[src/rtl/ipc_mbox_bank.sv]
module ipc_mbox_bank #(
  parameter int NMBX    = 2,
  parameter int NDATA   = 2,
  parameter int NSRC    = 4,
  parameter int ACK_DLY = 3
) (
  input  logic             clk,
  input  logic             rst_n,
  input  logic             bus_wr,
  input  logic [11:0]      bus_addr,
  input  logic [31:0]      bus_wdata,
  output logic [31:0]      bus_rdata,
  input  logic [NMBX-1:0]  resp_ack,
  output logic [NSRC-1:0]  irq
);
  localparam int          CW        = $clog2(ACK_DLY + 1);
  localparam logic [31:0] KEY       = 32'h1ACC_E551;
  localparam logic [11:0] LOCK_ADDR = 12'hA00;
  localparam logic [5:0]  OFF_SRC   = 6'h00;
  localparam logic [5:0]  OFF_MODE  = 6'h10;
  localparam logic [5:0]  OFF_MASK  = 6'h14;
  localparam logic [5:0]  OFF_ICLR  = 6'h18;
  localparam logic [5:0]  OFF_SEND  = 6'h1C;

  typedef enum logic [1:0] {ST_IDLE, ST_OWN, ST_SENT, ST_ACK} st_t;

  logic                       unlk;
  st_t                        st     [NMBX];
  logic [NMBX-1:0][NSRC-1:0]  owner, pend;
  logic [NMBX-1:0][5:0]       mask;
  logic [NMBX-1:0]            auto_m;
  logic [NMBX-1:0][CW-1:0]    cnt;
  logic [31:0]                data   [NMBX][NDATA];
  logic [NMBX-1:0]            hit;

  wire [5:0]      sel   = bus_addr[11:6];
  wire [5:0]      off   = bus_addr[5:0];
  wire [NSRC-1:0] wid   = bus_wdata[NSRC-1:0];
  wire            id_ok = $onehot(wid) && (bus_wdata[31:NSRC] == '0);

  always_comb
    for (int m = 0; m < NMBX; m++)
      hit[m] = bus_wr && unlk && bus_addr != LOCK_ADDR && sel == 6'(m);

  always_ff @(posedge clk or negedge rst_n)
    if (!rst_n) begin
      unlk   <= 1'b0;
      owner  <= '0;
      pend   <= '0;
      mask   <= '0;
      auto_m <= '0;
      cnt    <= '0;
      for (int m = 0; m < NMBX; m++) begin
        st[m] <= ST_IDLE;
        for (int d = 0; d < NDATA; d++) data[m][d] <= '0;
      end
    end else begin
      if (bus_wr && bus_addr == LOCK_ADDR) unlk <= (bus_wdata == KEY);
      for (int m = 0; m < NMBX; m++) begin
        if (hit[m] && off == OFF_MASK && st[m] != ST_IDLE) mask[m] <= bus_wdata[5:0];
        if (hit[m] && off == OFF_ICLR) pend[m] <= pend[m] & ~wid;
        for (int d = 0; d < NDATA; d++)
          if (hit[m] && st[m] == ST_OWN && off == 6'(32 + 4*d)) data[m][d] <= bus_wdata;
        case (st[m])
          ST_IDLE:
            if (hit[m] && off == OFF_SRC && id_ok) begin
              owner[m] <= wid;
              st[m]    <= ST_OWN;
            end
          ST_OWN:
            if (hit[m] && off == OFF_SRC && id_ok && wid == owner[m]) begin
              owner[m] <= '0; pend[m] <= '0; auto_m[m] <= 1'b0; st[m] <= ST_IDLE;
            end else if (hit[m] && off == OFF_MODE) begin
              auto_m[m] <= bus_wdata[0];
            end else if (hit[m] && off == OFF_SEND && id_ok && wid == owner[m]) begin
              st[m]  <= ST_SENT;
              cnt[m] <= CW'(ACK_DLY - 1);
            end
          ST_SENT:
            if ((auto_m[m] && cnt[m] == '0) || (!auto_m[m] && resp_ack[m])) begin
              st[m]   <= ST_ACK;
              pend[m] <= pend[m] | owner[m];
            end else if (auto_m[m]) begin
              cnt[m] <= cnt[m] - 1'b1;
            end
          default:
            if (hit[m] && off == OFF_SRC && id_ok && wid == owner[m]) begin
              owner[m] <= '0; pend[m] <= '0; auto_m[m] <= 1'b0; st[m] <= ST_IDLE;
            end
        endcase
      end
    end

  always_comb begin
    bus_rdata = '0;
    for (int m = 0; m < NMBX; m++)
      if (sel == 6'(m) && bus_addr != LOCK_ADDR) begin
        case (off)
          OFF_SRC:  bus_rdata = 32'(owner[m]);
          OFF_MODE: bus_rdata = {24'b0, 4'(1 << st[m]), 3'b0, auto_m[m]};
          OFF_MASK: bus_rdata = 32'(mask[m]);
          default:  ;
        endcase
        for (int d = 0; d < NDATA; d++)
          if (off == 6'(32 + 4*d)) bus_rdata = data[m][d];
      end
  end

  always_comb begin
    irq = '0;
    for (int m = 0; m < NMBX; m++) irq = irq | (pend[m] & ~mask[m][NSRC-1:0]);
  end

  for (genvar m = 0; m < NMBX; m++) begin : g_chk
    AST_ONE_OWNER:   assert property (@(posedge clk) disable iff (!rst_n) $onehot0(owner[m]));
    AST_IDLE_FREE:   assert property (@(posedge clk) disable iff (!rst_n) st[m] == ST_IDLE |-> owner[m] == '0 && pend[m] == '0);
    AST_LOCK_HOLD:   assert property (@(posedge clk) disable iff (!rst_n) !unlk |=> $stable(owner[m]) && $stable(mask[m]));
    AST_AUTO_ACK:    assert property (@(posedge clk) disable iff (!rst_n) st[m] == ST_SENT && auto_m[m] && cnt[m] == '0 |=> st[m] == ST_ACK);
    AST_MANUAL_WAIT: assert property (@(posedge clk) disable iff (!rst_n) st[m] == ST_SENT && !auto_m[m] && !resp_ack[m] |=> st[m] == ST_SENT);
    AST_SEND_OWNED:  assert property (@(posedge clk) disable iff (!rst_n) st[m] == ST_SENT |-> $past(st[m]) == ST_OWN || $past(st[m]) == ST_SENT);
  end
endmodule

[config.mk]
export PLATFORM = sky130hd
export DESIGN_NAME = ipc_mbox_bank
export DESIGN_NICKNAME = d
export VERILOG_FILES = /design/src/rtl/ipc_mbox_bank.sv
export SDC_FILE = /design/constraint.sdc
export NUM_CORES = 1
export LEC_CHECK = 0
export ABC_CLOCK_PERIOD_IN_PS = 3900
export BUFFER_PORTS_ARGS = -buffer_cell sky130_fd_sc_hd__buf_2
export CAP_MARGIN = 5
export CORE_MARGIN = 1.5
export CORE_UTILIZATION = 64
export CTS_BUF_LIST = sky130_fd_sc_hd__clkbuf_16
export CTS_CLUSTER_DIAMETER = 50
export DETAILED_ROUTE_END_ITERATION = 6
export PLACE_DENSITY = 0.91
export SYNTH_ARGS = -nofsm -noshare
export SYNTH_HDL_FRONTEND = slang
export SYNTH_SLANG_ARGS = --single-unit
[constraint.sdc]
create_clock -name clk -period 3.9 [get_ports clk]
set_input_delay 0.585 -clock clk [delete_from_list [all_inputs] [get_ports clk]]
set_output_delay 0.585 -clock clk [all_outputs]
set_load 0.01 [all_outputs]
# ---- Yosys cells after proc, flatten, opt, wreduce, memory -nomap -nowiden
# Cells that the tools add are included.
dict set report op_classes {
  add_sub_neg 5
  n_eq_ne 35
  n_shift 2
  mux 52
  bitwise 14
  n_reduce_logical 71
}
# op count
set ops {}
lappend ops {{two-way mux 32 bit} 6}
lappend ops {{case mux 32 bit (3 select lines)} 1}
lappend ops {{two-way mux 4 bit} 10}
lappend ops {{logical AND 1 bit} 38}
lappend ops {{two-way mux 2 bit} 18}
lappend ops {{== test 32 x 29 -> 1 bit, second input constant} 1}
lappend ops {{case mux 4 bit (2 select lines)} 4}
lappend ops {{zero test 28 bit} 1}
lappend ops {{== test 6 x 5 -> 1 bit, second input constant} 4}
lappend ops {{inequality test 2 bit, second input constant} 12}
lappend ops {{case mux 8 bit (3 select lines)} 1}
lappend ops {{nonzero test 2 bit} 10}
lappend ops {{AND 4 bit} 4}
lappend ops {{== test 12 bit, second input constant} 1}
lappend ops {{== test 6 bit, second input constant} 2}
lappend ops {{zero test 6 bit} 2}
lappend ops {{inequality test 12 bit, second input constant} 1}
lappend ops {{inverter 4 bit} 3}
lappend ops {{OR 4 bit} 3}
lappend ops {{case mux 2 bit (3 select lines)} 2}
lappend ops {{AND reduction 3 bit} 4}
lappend ops {{AND reduction 6 bit} 2}
lappend ops {{AND reduction 5 bit} 2}
lappend ops {{== test 4 bit} 2}
lappend ops {{20 further kinds} 45}
dict set report totals {
  regBits 167
  input_bits 49
  output_inout_bits 36
  wordCells 196
}

# ---- Logic depth before layout (Yosys ltp)
dict set report depth {
  ltp_word 10
  mapped_depth 11
}

# ---- Worst setup path before layout
# No wires, ideal clock.
dict set report synth_timing {
  path_kind {input -> register}
  startpoint {input bus_wdata[0]}
  endpoint {register owner[0] (netlist bit)}
  setup_ps 95
  arrival_ps 3377
  required_time_ps 3805
  slack_ps 427
  stages 11
  n_path_buf 1
  cell_sequence {clkbuf_1 > inv_1 > fa_1 > inv_1 > ha_1 > ha_1 > nor4_1 > nand4_1 > nor4_1 > nand2_1 > o31ai_1}
}
dict set report synth_via {
  elab_chain_len 8
  word_cells_on_any_way 12
  classes_between {2 x add/sub; 3 x eq/ne; 2 x mux; 5 x reduce/logical}
}
# element line_no
set synth_rtl {}
lappend synth_rtl {{start: declaration} 11} ;# input logic [31:0] bus_wdata,
lappend synth_rtl {{adder 1 x 1 -> 2 bit (not written as such)} 39} ;# wire id_ok = $onehot(wid) && (bus_wdata[31:NSRC] == '0);
lappend synth_rtl {{adder 2 x 2 -> 3 bit (not written as such)} 39}
lappend synth_rtl {{== test 3 x 1 -> 1 bit} 39}
lappend synth_rtl {{logical AND 1 bit} 39}
lappend synth_rtl {{logical AND 1 bit} {66, 71, 87}}
lappend synth_rtl {{logical AND 1 bit} {71, 87}}
lappend synth_rtl {{nonzero test 2 bit (no line)} n/a}
lappend synth_rtl {{AND reduction 3 bit (no line)} n/a}
lappend synth_rtl {{end signal: indexed assignment} 67} ;# owner[m] <= wid;
lappend synth_rtl {{end: declaration} 29} ;# logic [NMBX-1:0][NSRC-1:0] owner, pend;
# Parallel ways exist; a longest one is shown, timed or not. The select of a mux whose other input is x is not followed.
# A chain may end at the register's enable or synchronous reset.

# ---- Worst setup path in the final report
dict set report layout_timing {
  startpoint {input bus_addr[4]}
  endpoint {output bus_rdata[19]}
}
dict set report layout_via {
  elab_chain_len 8
  word_cells_on_any_way 15
  classes_between {5 x eq/ne; 7 x mux; 3 x reduce/logical}
}
# element line_no
set layout_rtl {}
lappend layout_rtl {{start: declaration} 10} ;# input logic [11:0] bus_addr,
lappend layout_rtl {{== test 6 bit} 105} ;# if (off == 6'(32 + 4*d)) bus_rdata = data[m][d];
lappend layout_rtl {{two-way mux 32 bit (2 in a row)} 105}
lappend layout_rtl {{two-way mux 32 bit} 97} ;# if (sel == 6'(m) && bus_addr != LOCK_ADDR) begin
lappend layout_rtl {{case mux 32 bit (3 select lines)} 98} ;# case (off)
lappend layout_rtl {{two-way mux 32 bit (2 in a row)} 105}
lappend layout_rtl {{two-way mux 32 bit *} 97}
lappend layout_rtl {{end: declaration} 12} ;# output logic [31:0] bus_rdata,
# Every way passes the cells marked *; elsewhere a longest branch is shown, timed or not.

==> flow_summary.json <==
{
  "outcome": "complete, no violations",
  "syn_inst": 695,
  "antenna_found_initial": 0,
  "hold_class": "input port to asynchronous set/reset pin",
  "fp.dieArea_mm2": 0.0136,
  "max_freq_mhz": 298,
  "synth-seq-cells": 167,
  "overflow": 0,
  "path_delay_family": "simple AND/OR/NAND/NOR gates",
  "critPathBufInv": 3,
  "arrival_ps": 2770,
  "diodes": 0,
  "crit_end": "bus_rdata[19]",
  "cts_max_path_buffers": 2,
  "cts_resized": 0,
  "cp_cell_sequence": "buf_2, nor3_4, and3_2, buf_4, a22oi_1, o22ai_1, buf_2",
  "cap_viol_max_count": 0,
  "grt_pass1_vias": 6579,
  "avgSynthCellArea_um2": 11.9,
  "initial_core_util": 0.655,
  "final_common_cell": "dfrtp_1",
  "r2r-end": "data[112]$_DFFE_PN0P_",
  "fillers": 803,
  "crit_top_cell": "buf_2",
  "gp_congestion": 0.958,
  "pin_count": 85,
  "yosysTopAreaCell": "dfrtp_1",
  "startpoint_type": "input port",
  "worstMarginPinSlew_ps": 945,
  "path_depth": 7,
  "finClkSkew_ps": 8.09,
  "h-tree-depth": 4,
  "cts_root_buffer": "clkbuf_16",
  "cp_max_fo": 28,
  "post_drt_wl_per_cell_um": 24.1,
  "path_class": "input port to primary output",
  "power_density_mw_per_mm2": 383,
  "routed_wl_mm": 23.1,
  "cts_hold_buffers": 0,
  "cp-end-kind": "primary output",
  "grt_pass1_wl_mm": 35.9,
  "path_clk_slew_ps": 60,
  "grt_max_degree": 103,
  "ys_types": 65,
  "rsz0062_at_grt": "false",
  "r2r-start": "unlk$_DFFE_PN0P_",
  "gr-usage-all-layers": 0.357,
  "io_buffers": 84,
  "clk_latency_ps": 440,
  "chipHeight_um": 117,
  "synth_ff_type": "dfrtp_1",
  "crit_path_top_delay_cell": "and3_2",
  "dp_hpwl_mm": 14.6,
  "drtAntennaViolNets": 0,
  "setup_violations": 0,
  "period_needed_ps": 3350,
  "rr_worst_depth": 5,
  "cts_tree": "done",
  "area_growth_pct": 14.3,
  "drive_above_1_share": 0.365,
  "power.leakage_nw": 4.47,
  "worst-r2r-setup-slack_ps": 1530,
  "regArea_mm2": 0.00418,
  "holdWs_ps": 275,
  "syn_area_mm2": 0.00826,
  "drc": 0,
  "synth_edf_count": 0,
  "tns_ps": 0,
  "drv_slew": 0,
  "std_cell_rows": 41,
  "timing.final.crit_share": 0.859,
  "utilization": 0.748,
  "ys.warnings.count": 0,
  "hold_viol": 0,
  "cp-startpoint": "bus_addr[4]",
  "postCtsSetupRepairBufs": 0,
  "max_stage_delay_ps": 550,
  "syn-num-nets": 750,
  "drtIter0Drc": 638,
  "viasPerCell": 6.85,
  "crit_required_ps": 3310,
  "max_slew_margin": 0.370,
  "cts_buffers": 17,
  "num_vias": 6579,
  "asyncSetResetFlopFracSynth": 1.00,
  "multiInputGateArea_mm2": 0.00378,
  "peakVddDrop_mv": 0.372,
  "core_area_mm2": 0.0126,
  "die_w_um": 117,
  "first_pass_iters": 6,
  "synth_top_area_frac": 0.506,
  "nets": 830,
  "netlist_top_cells_area": "dfrtp_1, mux2_2, a22oi_1",
  "clkSinkCount": 167,
  "final_cell_mix": "dfrtp_1, mux2_2, buf_2, a22oi_1, o22ai_1",
  "yosysSeqAreaShare": 0.506
}
stage by stage:
step	cells	setup slack (ps)	instance area, µm²	power (mW)
after detailed placement	928	342	8850	1.93
after CTS	960	621	9440	3.62
after floorplan	695	427	8260	1.82
final	960	548	9440	3.61
after global placement	928	394	8850	1.92
after global routing	960	510	9440	3.70
synthesized netlist by cell type, types with 3 or more instances:
master,instances
a2bb2oi_1,6
nand4_1,6
nor2_1,31
a222oi_1,6
a211oi_1,6
o31ai_1,4
o21ai_0,21
buf_2,18
a31oi_1,7
mux2i_1,5
a22oi_1,50
nor3_1,6
nand2_1,26
buf_4,3
xnor2_1,5
nor4b_1,4
a21oi_1,17
ha_1,5
dfrtp_1,167
buf_6,6
nand2b_1,3
and3_1,3
and2_1,6
a221o_1,3
nor2b_1,4
nand4b_1,3
nand3_1,10
nor4_1,12
xor2_1,4
o22ai_1,33
clkbuf_1,12
a22o_1,3
inv_1,24
mux2_2,132
worst min path at each step:
stage	start	endpoint	slack [ps]	cells past startpoint
after global placement	data[71]$_DFFE_PN0P_	data[71]$_DFFE_PN0P_	470	1
final	rst_n	pend[5]$_DFF_PN0_	270	1
after global routing	rst_n	owner[3]$_DFFE_PN0P_	350	1
after CTS	rst_n	unlk$_DFFE_PN0P_	320	1
after detailed placement	data[32]$_DFFE_PN0P_	data[32]$_DFFE_PN0P_	480	2
after floorplan	rst_n	auto_m[0]$_DFFE_PN0P_	290	0
report_power, final:
group / internal (mW) / leakage (nW) / switching [mW] / total, mW
logic: 0.0457 / 1.92 / 0.117 / 0.163
registers: 1.74 / 2.26 / 0.00242 / 1.74
clock network: 0.958 / 0.291 / 0.754 / 1.71
total: 2.74 / 4.47 / 0.874 / 3.61
cell families (layout without fill, tap and decap cells):
kind of cell             after synthesis  after routing  share of synthesized area
flip-flops                           167            167                      0.506
AO/OA/AOI/OAI                        167            167                      0.140
XOR/XNOR                               9              9                    0.00954
adder cells (fa/ha/maj)                6              6                     0.0100
multiplexers                         139            139                      0.189
buffers and inverters                 64            157                     0.0388
AND/OR/NAND/NOR                      143            143                      0.107
registers in the layout, indices dropped and copies added, names as in the netlist:
register and count:
unlk 1, cnt 4, auto_m 2, owner 8, st 4, data 128
mask 12, pend 8
routing by layer:
layer,up-vias,global-route usage,share of wire
li1,2788,-,-
met1,3324,0.459,0.39
met2,404,0.580,0.49
met3,63,0.0893,0.094
met4,0,0.160,0.031
met5,-,0,0
layout make-up:
class	count	share of cell area
clock inverter	15	0.0176
multi-input combinational	464	0.400
sequential	167	0.443
clock buffer	17	0.0450
tap	172	0.0228
inverter	24	0.00954
timing repair buffer	101	0.0627
worst reg2reg max path, stage by stage (launching register included):
cell and delay [ps]:
dfrtp_1 370, and4bb_2 280, nand2_1 340, nor3_4 370, buf_4 480, mux2_2 410
Note: power is estimated with default switching activity, not from simulation.
